===== src/rtl/nor_seq_pkg.sv =====
package nor_seq_pkg;

  typedef enum logic [1:0] {
    PH_IDLE    = 2'd0,
    PH_ARG     = 2'd1,
    PH_DATA    = 2'd2,
    PH_CONFIRM = 2'd3
  } phase_t;

  localparam logic [7:0] OP_READ      = 8'h00;
  localparam logic [7:0] OP_UNLOCK2   = 8'h01;
  localparam logic [7:0] OP_PROG_A    = 8'h10;
  localparam logic [7:0] OP_ERASE     = 8'h20;
  localparam logic [7:0] OP_ERASE_ALT = 8'h28;
  localparam logic [7:0] OP_PROG_B    = 8'h40;
  localparam logic [7:0] OP_CLEAR     = 8'h50;
  localparam logic [7:0] OP_LOCK      = 8'h60;
  localparam logic [7:0] OP_STATUS    = 8'h70;
  localparam logic [7:0] OP_IDENT     = 8'h90;
  localparam logic [7:0] OP_QUERY     = 8'h98;
  localparam logic [7:0] OP_CONFIRM   = 8'hD0;
  localparam logic [7:0] OP_BUFFER    = 8'hE8;
  localparam logic [7:0] OP_READ_ALT  = 8'hF0;
  localparam logic [7:0] OP_READ_STD  = 8'hFF;

  localparam int ST_READY = 7;
  localparam int ST_EERR  = 5;
  localparam int ST_PERR  = 4;

  function automatic logic shows_status(input logic [7:0] op);
    case (op)
      OP_PROG_A, OP_ERASE, OP_ERASE_ALT, OP_PROG_B,
      OP_CLEAR, OP_LOCK, OP_STATUS, OP_BUFFER: return 1'b1;
      default:                                 return 1'b0;
    endcase
  endfunction

endpackage


===== src/rtl/nor_seq_store.sv =====
module nor_seq_store #(
  parameter int WORDS = 64,
  parameter int DW    = 32,
  localparam int AW   = $clog2(WORDS)
) (
  input  logic          clk,
  input  logic          we,
  input  logic [AW-1:0] waddr,
  input  logic [DW-1:0] wdata,
  input  logic [AW-1:0] raddr,
  output logic [DW-1:0] rdata
);

  logic [DW-1:0] mem [WORDS];

  always_ff @(posedge clk) begin
    if (we) mem[waddr] <= wdata;
    rdata <= mem[raddr];
  end

endmodule


===== src/rtl/nor_seq_ctrl.sv =====
module nor_seq_ctrl
  import nor_seq_pkg::*;
#(
  parameter int AW           = 6,
  parameter int DW           = 32,
  parameter int DEVW         = 16,
  parameter int SECTOR_WORDS = 8,
  localparam int SB          = $clog2(SECTOR_WORDS)
) (
  input  logic          clk,
  input  logic          rst_n,
  input  logic          read_only,
  input  logic          wr_fire,
  input  logic [AW-1:0] wr_addr,
  input  logic [DW-1:0] wr_data,
  output logic          busy,
  output logic [7:0]    cur_cmd,
  output logic [7:0]    status,
  output logic          mem_we,
  output logic [AW-1:0] mem_addr,
  output logic [DW-1:0] mem_wdata
);

  logic [7:0]       cmd_q, cmd_d;
  phase_t           ph_q, ph_d;
  logic [7:0]       st_q, st_d;
  logic [DEVW-1:0]  cnt_q, cnt_d;
  logic             fill_q;
  logic [SB-1:0]    ptr_q;
  logic [AW-SB-1:0] sec_q;
  logic             start_fill, data_we, to_array;
  logic [7:0]       op;

  assign op = wr_data[7:0];

  always_comb begin
    cmd_d = cmd_q; ph_d = ph_q; st_d = st_q; cnt_d = cnt_q;
    start_fill = 1'b0; data_we = 1'b0; to_array = 1'b0;
    if (wr_fire) begin
      unique case (ph_q)
        PH_IDLE: begin
          case (op)
            OP_READ, OP_READ_ALT, OP_READ_STD: to_array = 1'b1;
            OP_PROG_A, OP_PROG_B, OP_LOCK, OP_QUERY: begin
              cmd_d = op; ph_d = PH_ARG;
            end
            OP_ERASE: begin
              cmd_d = op; ph_d = PH_ARG; st_d[ST_READY] = 1'b1;
              if (read_only) st_d[ST_EERR] = 1'b1;
              else           start_fill = 1'b1;
            end
            OP_CLEAR: begin st_d = '0; to_array = 1'b1; end
            OP_STATUS, OP_IDENT: cmd_d = op;
            OP_BUFFER: begin
              cmd_d = op; ph_d = PH_ARG; st_d[ST_READY] = 1'b1;
            end
            default: to_array = 1'b1;
          endcase
        end
        PH_ARG: begin
          case (cmd_q)
            OP_PROG_A, OP_PROG_B: begin
              if (read_only) st_d[ST_PERR] = 1'b1;
              else           data_we = 1'b1;
              st_d[ST_READY] = 1'b1; ph_d = PH_IDLE;
            end
            OP_ERASE, OP_ERASE_ALT: begin
              if (op == OP_CONFIRM) begin ph_d = PH_IDLE; st_d[ST_READY] = 1'b1; end
              else to_array = 1'b1;
            end
            OP_BUFFER: begin cnt_d = wr_data[DEVW-1:0]; ph_d = PH_DATA; end
            OP_LOCK: begin
              if (op == OP_CONFIRM || op == OP_UNLOCK2) begin
                ph_d = PH_IDLE; st_d[ST_READY] = 1'b1;
              end else to_array = 1'b1;
            end
            OP_QUERY: if (op == OP_READ_STD) to_array = 1'b1;
            default: to_array = 1'b1;
          endcase
        end
        PH_DATA: begin
          if (cmd_q == OP_BUFFER) begin
            if (read_only) st_d[ST_PERR] = 1'b1;
            else           data_we = 1'b1;
            st_d[ST_READY] = 1'b1;
            if (cnt_q == '0) ph_d = PH_CONFIRM;
            cnt_d = cnt_q - 1'b1;
          end else to_array = 1'b1;
        end
        PH_CONFIRM: begin
          if (cmd_q == OP_BUFFER && op == OP_CONFIRM) ph_d = PH_IDLE;
          else to_array = 1'b1;
        end
      endcase
      if (to_array) begin cmd_d = OP_READ; ph_d = PH_IDLE; end
    end
  end

  always_ff @(posedge clk or negedge rst_n) begin
    if (!rst_n) begin
      cmd_q <= OP_READ; ph_q <= PH_IDLE; st_q <= 8'h80; cnt_q <= '0;
      fill_q <= 1'b0; ptr_q <= '0; sec_q <= '0;
    end else begin
      cmd_q <= cmd_d; ph_q <= ph_d; st_q <= st_d; cnt_q <= cnt_d;
      if (start_fill) begin
        fill_q <= 1'b1; ptr_q <= '0; sec_q <= wr_addr[AW-1:SB];
      end else if (fill_q) begin
        ptr_q <= ptr_q + 1'b1;
        if (ptr_q == SB'(SECTOR_WORDS - 1)) fill_q <= 1'b0;
      end
    end
  end

  assign busy      = fill_q;
  assign cur_cmd   = cmd_q;
  assign status    = st_q;
  assign mem_we    = fill_q | data_we;
  assign mem_addr  = fill_q ? {sec_q, ptr_q} : wr_addr;
  assign mem_wdata = fill_q ? '1 : wr_data;


  clear_status_chk: assert property (@(posedge clk) disable iff (!rst_n)
    (wr_fire && ph_q == PH_IDLE && op == OP_CLEAR) |=> (status == 8'h00 && cur_cmd == OP_READ));


  select_keeps_phase_chk: assert property (@(posedge clk) disable iff (!rst_n)
    (wr_fire && ph_q == PH_IDLE && (op == OP_STATUS || op == OP_IDENT)) |=> ph_q == PH_IDLE);


  ready_sticky_chk: assert property (@(posedge clk) disable iff (!rst_n)
    $fell(st_q[ST_READY]) |-> $past(wr_fire && ph_q == PH_IDLE && op == OP_CLEAR));


  fill_start_chk: assert property (@(posedge clk) disable iff (!rst_n)
    $rose(fill_q) |-> $past(wr_fire && ph_q == PH_IDLE && op == OP_ERASE && !read_only));

endmodule


===== src/rtl/nor_seq_rdmux.sv =====
module nor_seq_rdmux
  import nor_seq_pkg::*;
#(
  parameter int AW              = 6,
  parameter int DW              = 32,
  parameter int DEVW            = 16,
  parameter logic [7:0] MFR_ID  = 8'h89,
  parameter logic [7:0] DEV_ID  = 8'h18,
  parameter logic [7:0] SIZE_CODE = 8'd7,
  localparam int LANES          = DW / DEVW
) (
  input  logic [7:0]    sel_cmd,
  input  logic [AW-1:0] sel_addr,
  input  logic [7:0]    sel_status,
  input  logic [DW-1:0] array_q,
  output logic [DW-1:0] rdata
);

  logic [31:0]   ax;
  logic [7:0]    rbyte;
  logic          from_array;
  logic [DW-1:0] rep;

  always_comb begin
    ax = 32'(sel_addr);
    rbyte = 8'h00;
    from_array = 1'b0;
    if (shows_status(sel_cmd)) begin
      rbyte = sel_status;
    end else if (sel_cmd == OP_IDENT) begin
      if (ax == 32'd0)      rbyte = MFR_ID;
      else if (ax == 32'd1) rbyte = DEV_ID;
    end else if (sel_cmd == OP_QUERY) begin
      case (ax)
        32'h10:  rbyte = 8'h51;
        32'h11:  rbyte = 8'h52;
        32'h12:  rbyte = 8'h59;
        32'h13:  rbyte = 8'h01;
        32'h27:  rbyte = SIZE_CODE;
        32'h2C:  rbyte = 8'h01;
        default: rbyte = 8'h00;
      endcase
    end else begin
      from_array = 1'b1;
    end
  end

  for (genvar g = 0; g < LANES; g++) begin : g_lane
    assign rep[g*DEVW +: DEVW] = DEVW'(rbyte);
  end

  assign rdata = from_array ? array_q : rep;

endmodule


===== src/rtl/nor_cmd_seq.sv =====
module nor_cmd_seq
  import nor_seq_pkg::*;
#(
  parameter int BANK_BYTES     = 4,
  parameter int DEV_BYTES      = 2,
  parameter int WORDS          = 64,
  parameter int SECTOR_WORDS   = 8,
  parameter logic [7:0] MFR_ID = 8'h89,
  parameter logic [7:0] DEV_ID = 8'h18,
  localparam int DW            = BANK_BYTES * 8,
  localparam int DEVW          = DEV_BYTES * 8,
  localparam int AW            = $clog2(WORDS),
  localparam logic [7:0] SIZE_CODE = 8'($clog2(WORDS * DEV_BYTES))
) (
  input  logic          clk,
  input  logic          rst_n,
  input  logic          read_only,
  input  logic          req_valid,
  output logic          req_ready,
  input  logic          req_write,
  input  logic [AW-1:0] req_addr,
  input  logic [DW-1:0] req_wdata,
  output logic          rsp_valid,
  output logic [DW-1:0] rsp_data
);

  logic          busy, wr_fire, rd_fire;
  logic [7:0]    cur_cmd, status;
  logic          mem_we;
  logic [AW-1:0] mem_addr;
  logic [DW-1:0] mem_wdata, array_q;
  logic [7:0]    rd_cmd_q, rd_st_q;
  logic [AW-1:0] rd_addr_q;
  logic          rsp_q;

  assign req_ready = !busy;
  assign wr_fire   = req_valid && req_ready && req_write;
  assign rd_fire   = req_valid && req_ready && !req_write;

  nor_seq_ctrl #(.AW(AW), .DW(DW), .DEVW(DEVW), .SECTOR_WORDS(SECTOR_WORDS)) u_ctrl (
    .clk(clk), .rst_n(rst_n), .read_only(read_only), .wr_fire(wr_fire),
    .wr_addr(req_addr), .wr_data(req_wdata), .busy(busy), .cur_cmd(cur_cmd),
    .status(status), .mem_we(mem_we), .mem_addr(mem_addr), .mem_wdata(mem_wdata)
  );

  nor_seq_store #(.WORDS(WORDS), .DW(DW)) u_store (
    .clk(clk), .we(mem_we), .waddr(mem_addr), .wdata(mem_wdata),
    .raddr(req_addr), .rdata(array_q)
  );

  always_ff @(posedge clk or negedge rst_n) begin
    if (!rst_n) begin
      rsp_q <= 1'b0; rd_cmd_q <= OP_READ; rd_st_q <= '0; rd_addr_q <= '0;
    end else begin
      rsp_q <= rd_fire;
      if (rd_fire) begin
        rd_cmd_q <= cur_cmd; rd_st_q <= status; rd_addr_q <= req_addr;
      end
    end
  end

  nor_seq_rdmux #(.AW(AW), .DW(DW), .DEVW(DEVW), .MFR_ID(MFR_ID), .DEV_ID(DEV_ID),
                  .SIZE_CODE(SIZE_CODE)) u_rdmux (
    .sel_cmd(rd_cmd_q), .sel_addr(rd_addr_q), .sel_status(rd_st_q),
    .array_q(array_q), .rdata(rsp_data)
  );

  assign rsp_valid = rsp_q;


  ro_no_store_chk: assert property (@(posedge clk) disable iff (!rst_n)
    (wr_fire && read_only) |-> !mem_we);


  rsp_follows_read_chk: assert property (@(posedge clk) disable iff (!rst_n)
    rd_fire |=> rsp_valid);


  rsp_only_after_read_chk: assert property (@(posedge clk) disable iff (!rst_n)
    rsp_valid |-> $past(rd_fire));

endmodule


===== config.mk =====
export PLATFORM = sky130hd
export DESIGN_NAME = nor_cmd_seq
export DESIGN_NICKNAME = d
export VERILOG_FILES = /design/src/rtl/nor_seq_pkg.sv /design/src/rtl/nor_seq_store.sv /design/src/rtl/nor_seq_ctrl.sv /design/src/rtl/nor_seq_rdmux.sv /design/src/rtl/nor_cmd_seq.sv
export SDC_FILE = /design/constraint.sdc
export NUM_CORES = 2
export LEC_CHECK = 0
export BUFFER_PORTS_ARGS = -buffer_cell sky130_fd_sc_hd__buf_2
export CORE_MARGIN = 5
export CORE_UTILIZATION = 35
export CTS_BUF_LIST = sky130_fd_sc_hd__clkbuf_16
export DETAILED_ROUTE_END_ITERATION = 6
export GPL_ROUTABILITY_DRIVEN = 0
export PLACE_DENSITY = 0.53
export RECOVER_POWER = 50
export REMOVE_ABC_BUFFERS = 1
export SLEW_MARGIN = 20
export SYNTH_ARGS = -nofsm -noshare
export SYNTH_HDL_FRONTEND = slang
export SYNTH_SLANG_ARGS = --single-unit
export TNS_END_PERCENT = 100

===== constraint.sdc =====
create_clock -name clk -period 4.7 [get_ports clk]
set_input_delay 0.235 -clock clk [delete_from_list [all_inputs] [get_ports clk]]
set_output_delay 0.235 -clock clk [all_outputs]
set_load 0.01 [all_outputs]

==> flow_metrics.py <==
metrics = {
    "power": {
        "total_power_mw": 38.9,
        "powerDensity_nw_per_um2": 410,
        "sequentialPowerShare_pct": 54.0,
        "swShare_pct": 21.6,
        "combPwrFrac_pct": 5.4,
        "p_sw_mw": 8.39,
        "pwr-share-clk_pct": 40.6,
        "ir_drop_v": 0.000269,
        "leakage_nw": 29.6,
        "p_int_mw": 30.5,
    },
    "cells_and_area": {
        "layout-drive-gt1-share_pct": 32.6,
        "fillers": 20400,
        "final_nets": 3814,
        "area_growth_pct": 15.5,
    },
    "floorplanning": {
        "rows": 177,
        "die_x_um": 494,
        "die-area_um2": 244000,
        "die_h_um": 494,
        "fp.coreArea_um2": 233000,
        "io_pins": 77,
        "start_util_pct": 35.2,
    },
    "synthesis": {
        "yosysTopAreaCellShare_pct": 74.9,
        "yosys.area.top_type": "edfxtp_1",
        "yosysMostFrequentCell": "edfxtp_1",
        "synth-warning-count": 0,
        "synth.distinct_cells": 63,
        "syn_area_um2": 82100,
        "synth_top_cells_by_area": "edfxtp_1 75%, mux4_2 18%, dfrtp_1 1.6%",
        "async_flop_share_pct": 2.53,
        "ys_dominant_reg_cell": "edfxtp_1",
        "synth-seq-cells": 2134,
        "ys_seq_area_share_pct": 77.3,
        "syn_inst": 3453,
        "ys_top_cells_by_count": "2048 x edfxtp_1, 665 x mux4_2, 96 x nor2_1",
        "synth_edf_count": 2048,
        "syn_avg_cell_area_um2": 23.8,
    },
    "clock_network": {
        "cts_buffers": 208,
        "cts_tree": "done",
        "clockBufferDepth": 3,
        "clk_pin_slew_ns": 0.06,
        "clock_latency_ns": 0.83,
        "cts_sinks": 2134,
        "cts_hold_buf": 22,
        "postCtsResizedCells": 0,
        "postCtsSetupBuffers": 0,
        "cts-root-buf": "clkbuf_16",
        "htreeDepth": 4,
    },
    "sta": {
        "setup-violations-final": 0,
        "fin_setup_tns_ns": 0,
        "rsz0062_at_grt": "no",
        "period_minus_slack_ns": 4.09,
        "clock_skew_ns": 0.0267,
        "worst_pin_slew_ns": 3.31,
        "slew_headroom_pct": -121,
        "fmax_mhz": 245,
        "drv_slew": 808,
        "hold_viol_final": 0,
        "post-route-period-util_pct": 87.0,
    },
    "routing": {
        "dr_total_vias": 38100,
        "wirelength_um": 209000,
        "drt_iter0_drc": 4164,
        "drt_pre_antenna_iters": 7,
        "avgRoutedWirePerCell_um": 29.6,
        "routed_via_density": 5.39,
        "drc": 0,
        "ant_nets": 0,
    },
    "global_route": {
        "grt_start_max_net_pins": 70,
        "gr-total-overflow": 0,
        "grtUsageTotal_pct": 17.0,
        "grt_pass1_wl_um": 297000,
        "antenna_found_initial": 30,
        "grt_pass1_vias": 38400,
    },
    "worst_hold_path": {
        "min_path_cells": 3,
        "min_path_type": "input port to register",
    },
    "critical_path": {
        "path_buf_inv": 2,
        "cp_cell_sequence": "buf_4, or2_0, buf_4",
        "crit_required_ns": 5.30,
        "critPathLaunchType": "register",
        "crit_top_cell": "buf_4",
        "critical-path-max-stage-delay_ns": 1.83,
        "r2r_cells": 3,
        "worstSetupPathType": "register to register",
        "arrival_ns": 4.68,
        "path_depth": 3,
        "crit_slowest_cell": "or2_0",
        "path_max_fanout": 36,
        "setup.worst_path.end_class": "register",
        "critPathTopFamily": "simple AND/OR/NAND/NOR gates",
    },
    "run": {
        "drv_cap": 18,
    },
    "place": {
        "io_buffers": 76,
        "hpwl_um": 122000,
    },
    "outcome": {
        "violations": "max-capacitance violations, max-slew violations",
        "outcome": "complete, but fails checks",
    },
}
[worst register-to-register path: cells and delay by family (launching register included)]
kind	cells	cell delay, ns
and+or+nand+nor	1	1.85
DFF	1	0.82
buffers and inverters	2	1.17
[path summary, 6_finish.rpt]
path                                                     end  slack, ns                         start
max in group asynchronous       u_ctrl.cnt_q[15]$_DFFE_PN0P_       1.64                         rst_n
worst max-delay path            u_store.mem[1][18]$_DFFE_PP_       0.61         u_ctrl.busy$_DFF_PN0_
worst min-delay path                u_store.rdata[7]$_DFF_P_       0.11                   req_addr[4]
worst max register to register  u_store.mem[1][18]$_DFFE_PP_       0.61         u_ctrl.busy$_DFF_PN0_
worst min register to register  u_ctrl.status[5]$_DFFE_PN0P_       0.50  u_ctrl.status[5]$_DFFE_PN0P_
min in group asynchronous         u_ctrl.ph_q[0]$_DFFE_PN0P_       1.16                         rst_n
[sequential cells by signal, summed over array words and instances (netlist names)]
| name | count |
|---|---|
| rd_addr_q | 6 |
| rd_cmd_q | 8 |
| rd_st_q | 3 |
| rsp_valid | 1 |
| u_ctrl.busy | 1 |
| u_ctrl.cnt_q | 16 |
| u_ctrl.cur_cmd | 8 |
| u_ctrl.ph_q | 2 |
| u_ctrl.ptr_q | 3 |
| u_ctrl.sec_q | 3 |
| u_ctrl.status | 3 |
| u_store.mem | 2048 |
| u_store.rdata | 32 |
[power by group through the flow]
stage | combinational (mW) | sequential, mW | clock [mW]
after global placement | 2.09 | 21.4 | 0
after CTS | 2.13 | 21.0 | 16.2
after floorplan | 1.01 | 21.3 | 0
final | 2.09 | 21.0 | 15.8
after global routing | 2.23 | 21.0 | 17.0
after detailed placement | 2.11 | 21.4 | 0
[metal layers]
| metal | part of all wire [%] | wire [µm] | GRT usage, % |
|---|---|---|---|
| met3 | 7.0 | 14700 | 3.08 |
| met5 | 0.013 | 27 | 0 |
| met2 | 46 | 95500 | 25.4 |
| met1 | 46 | 96200 | 26.4 |
| met4 | 1.3 | 2790 | 2.93 |
[layout by cell type, fill, tap and decap left out, types with 7 or more instances in the layout]
cell type,n
bufinv_16,11
edfxtp_1,2048
clkinv_1,54
dlygate4sd3_1,22
diode_2,7
inv_1,77
buf_12,58
mux2i_1,16
or2_2,13
buf_4,89
nand3_1,31
and2_1,20
dfxtp_1,32
nor2_4,63
clkbuf_2,21
or2_0,10
dfrtp_1,53
a21o_1,13
mux4_2,665
o22ai_1,12
nand2_1,52
a21oi_1,28
mux2_2,27
o21ai_0,27
clkbuf_1,14
clkbuf_16,212
or2_1,9
nor2b_1,8
nor2_1,33
clkinv_2,31
nor3_1,17
buf_2,69
ha_1,9
[through the flow]
stage / setup slack, ns / instances / utilization, % / instance area (µm²) / hold WS [ns]
floorplan: 0.235 / 3275 / - / 81300 / -0.0606
global placement: 1.07 / 6660 / 37.9 / 88200 / 0.444
detailed placement: 1.06 / 6660 / 37.9 / 88200 / 0.448
CTS: 0.814 / 7068 / 40.7 / 94800 / 0.0516
global route: 0.461 / 7072 / 40.7 / 94800 / 0.108
finish: 0.613 / 7077 / 40.7 / 94800 / 0.110
[kinds of logic after synthesis]
group	Yosys count	share of synthesized area [%]
buffers and inverters	190	0.991
AO/OA/AOI/OAI	114	0.918
adder cells (fa/ha/maj)	9	0.137
multiplexers	709	18.8
XOR/XNOR	2	0.0213
AND/OR/NAND/NOR	295	1.77
flip-flops	2134	77.3
[cell type report]
class / count / area (µm²) / area share (%)
multi-input cells: 1129 / 18300 / 19.3
inverters: 12 / 45.0 / 0.0475
clock buffers: 212 / 5310 / 5.60
clock inverters: 174 / 1100 / 1.17
diodes: 7 / 17.5 / 0.0185
flip-flops and latches: 2134 / 63500 / 67.0
repair buffers: 277 / 2620 / 2.77
well taps: 3132 / 3920 / 4.13
Note: power is estimated with default switching activity, not from simulation.
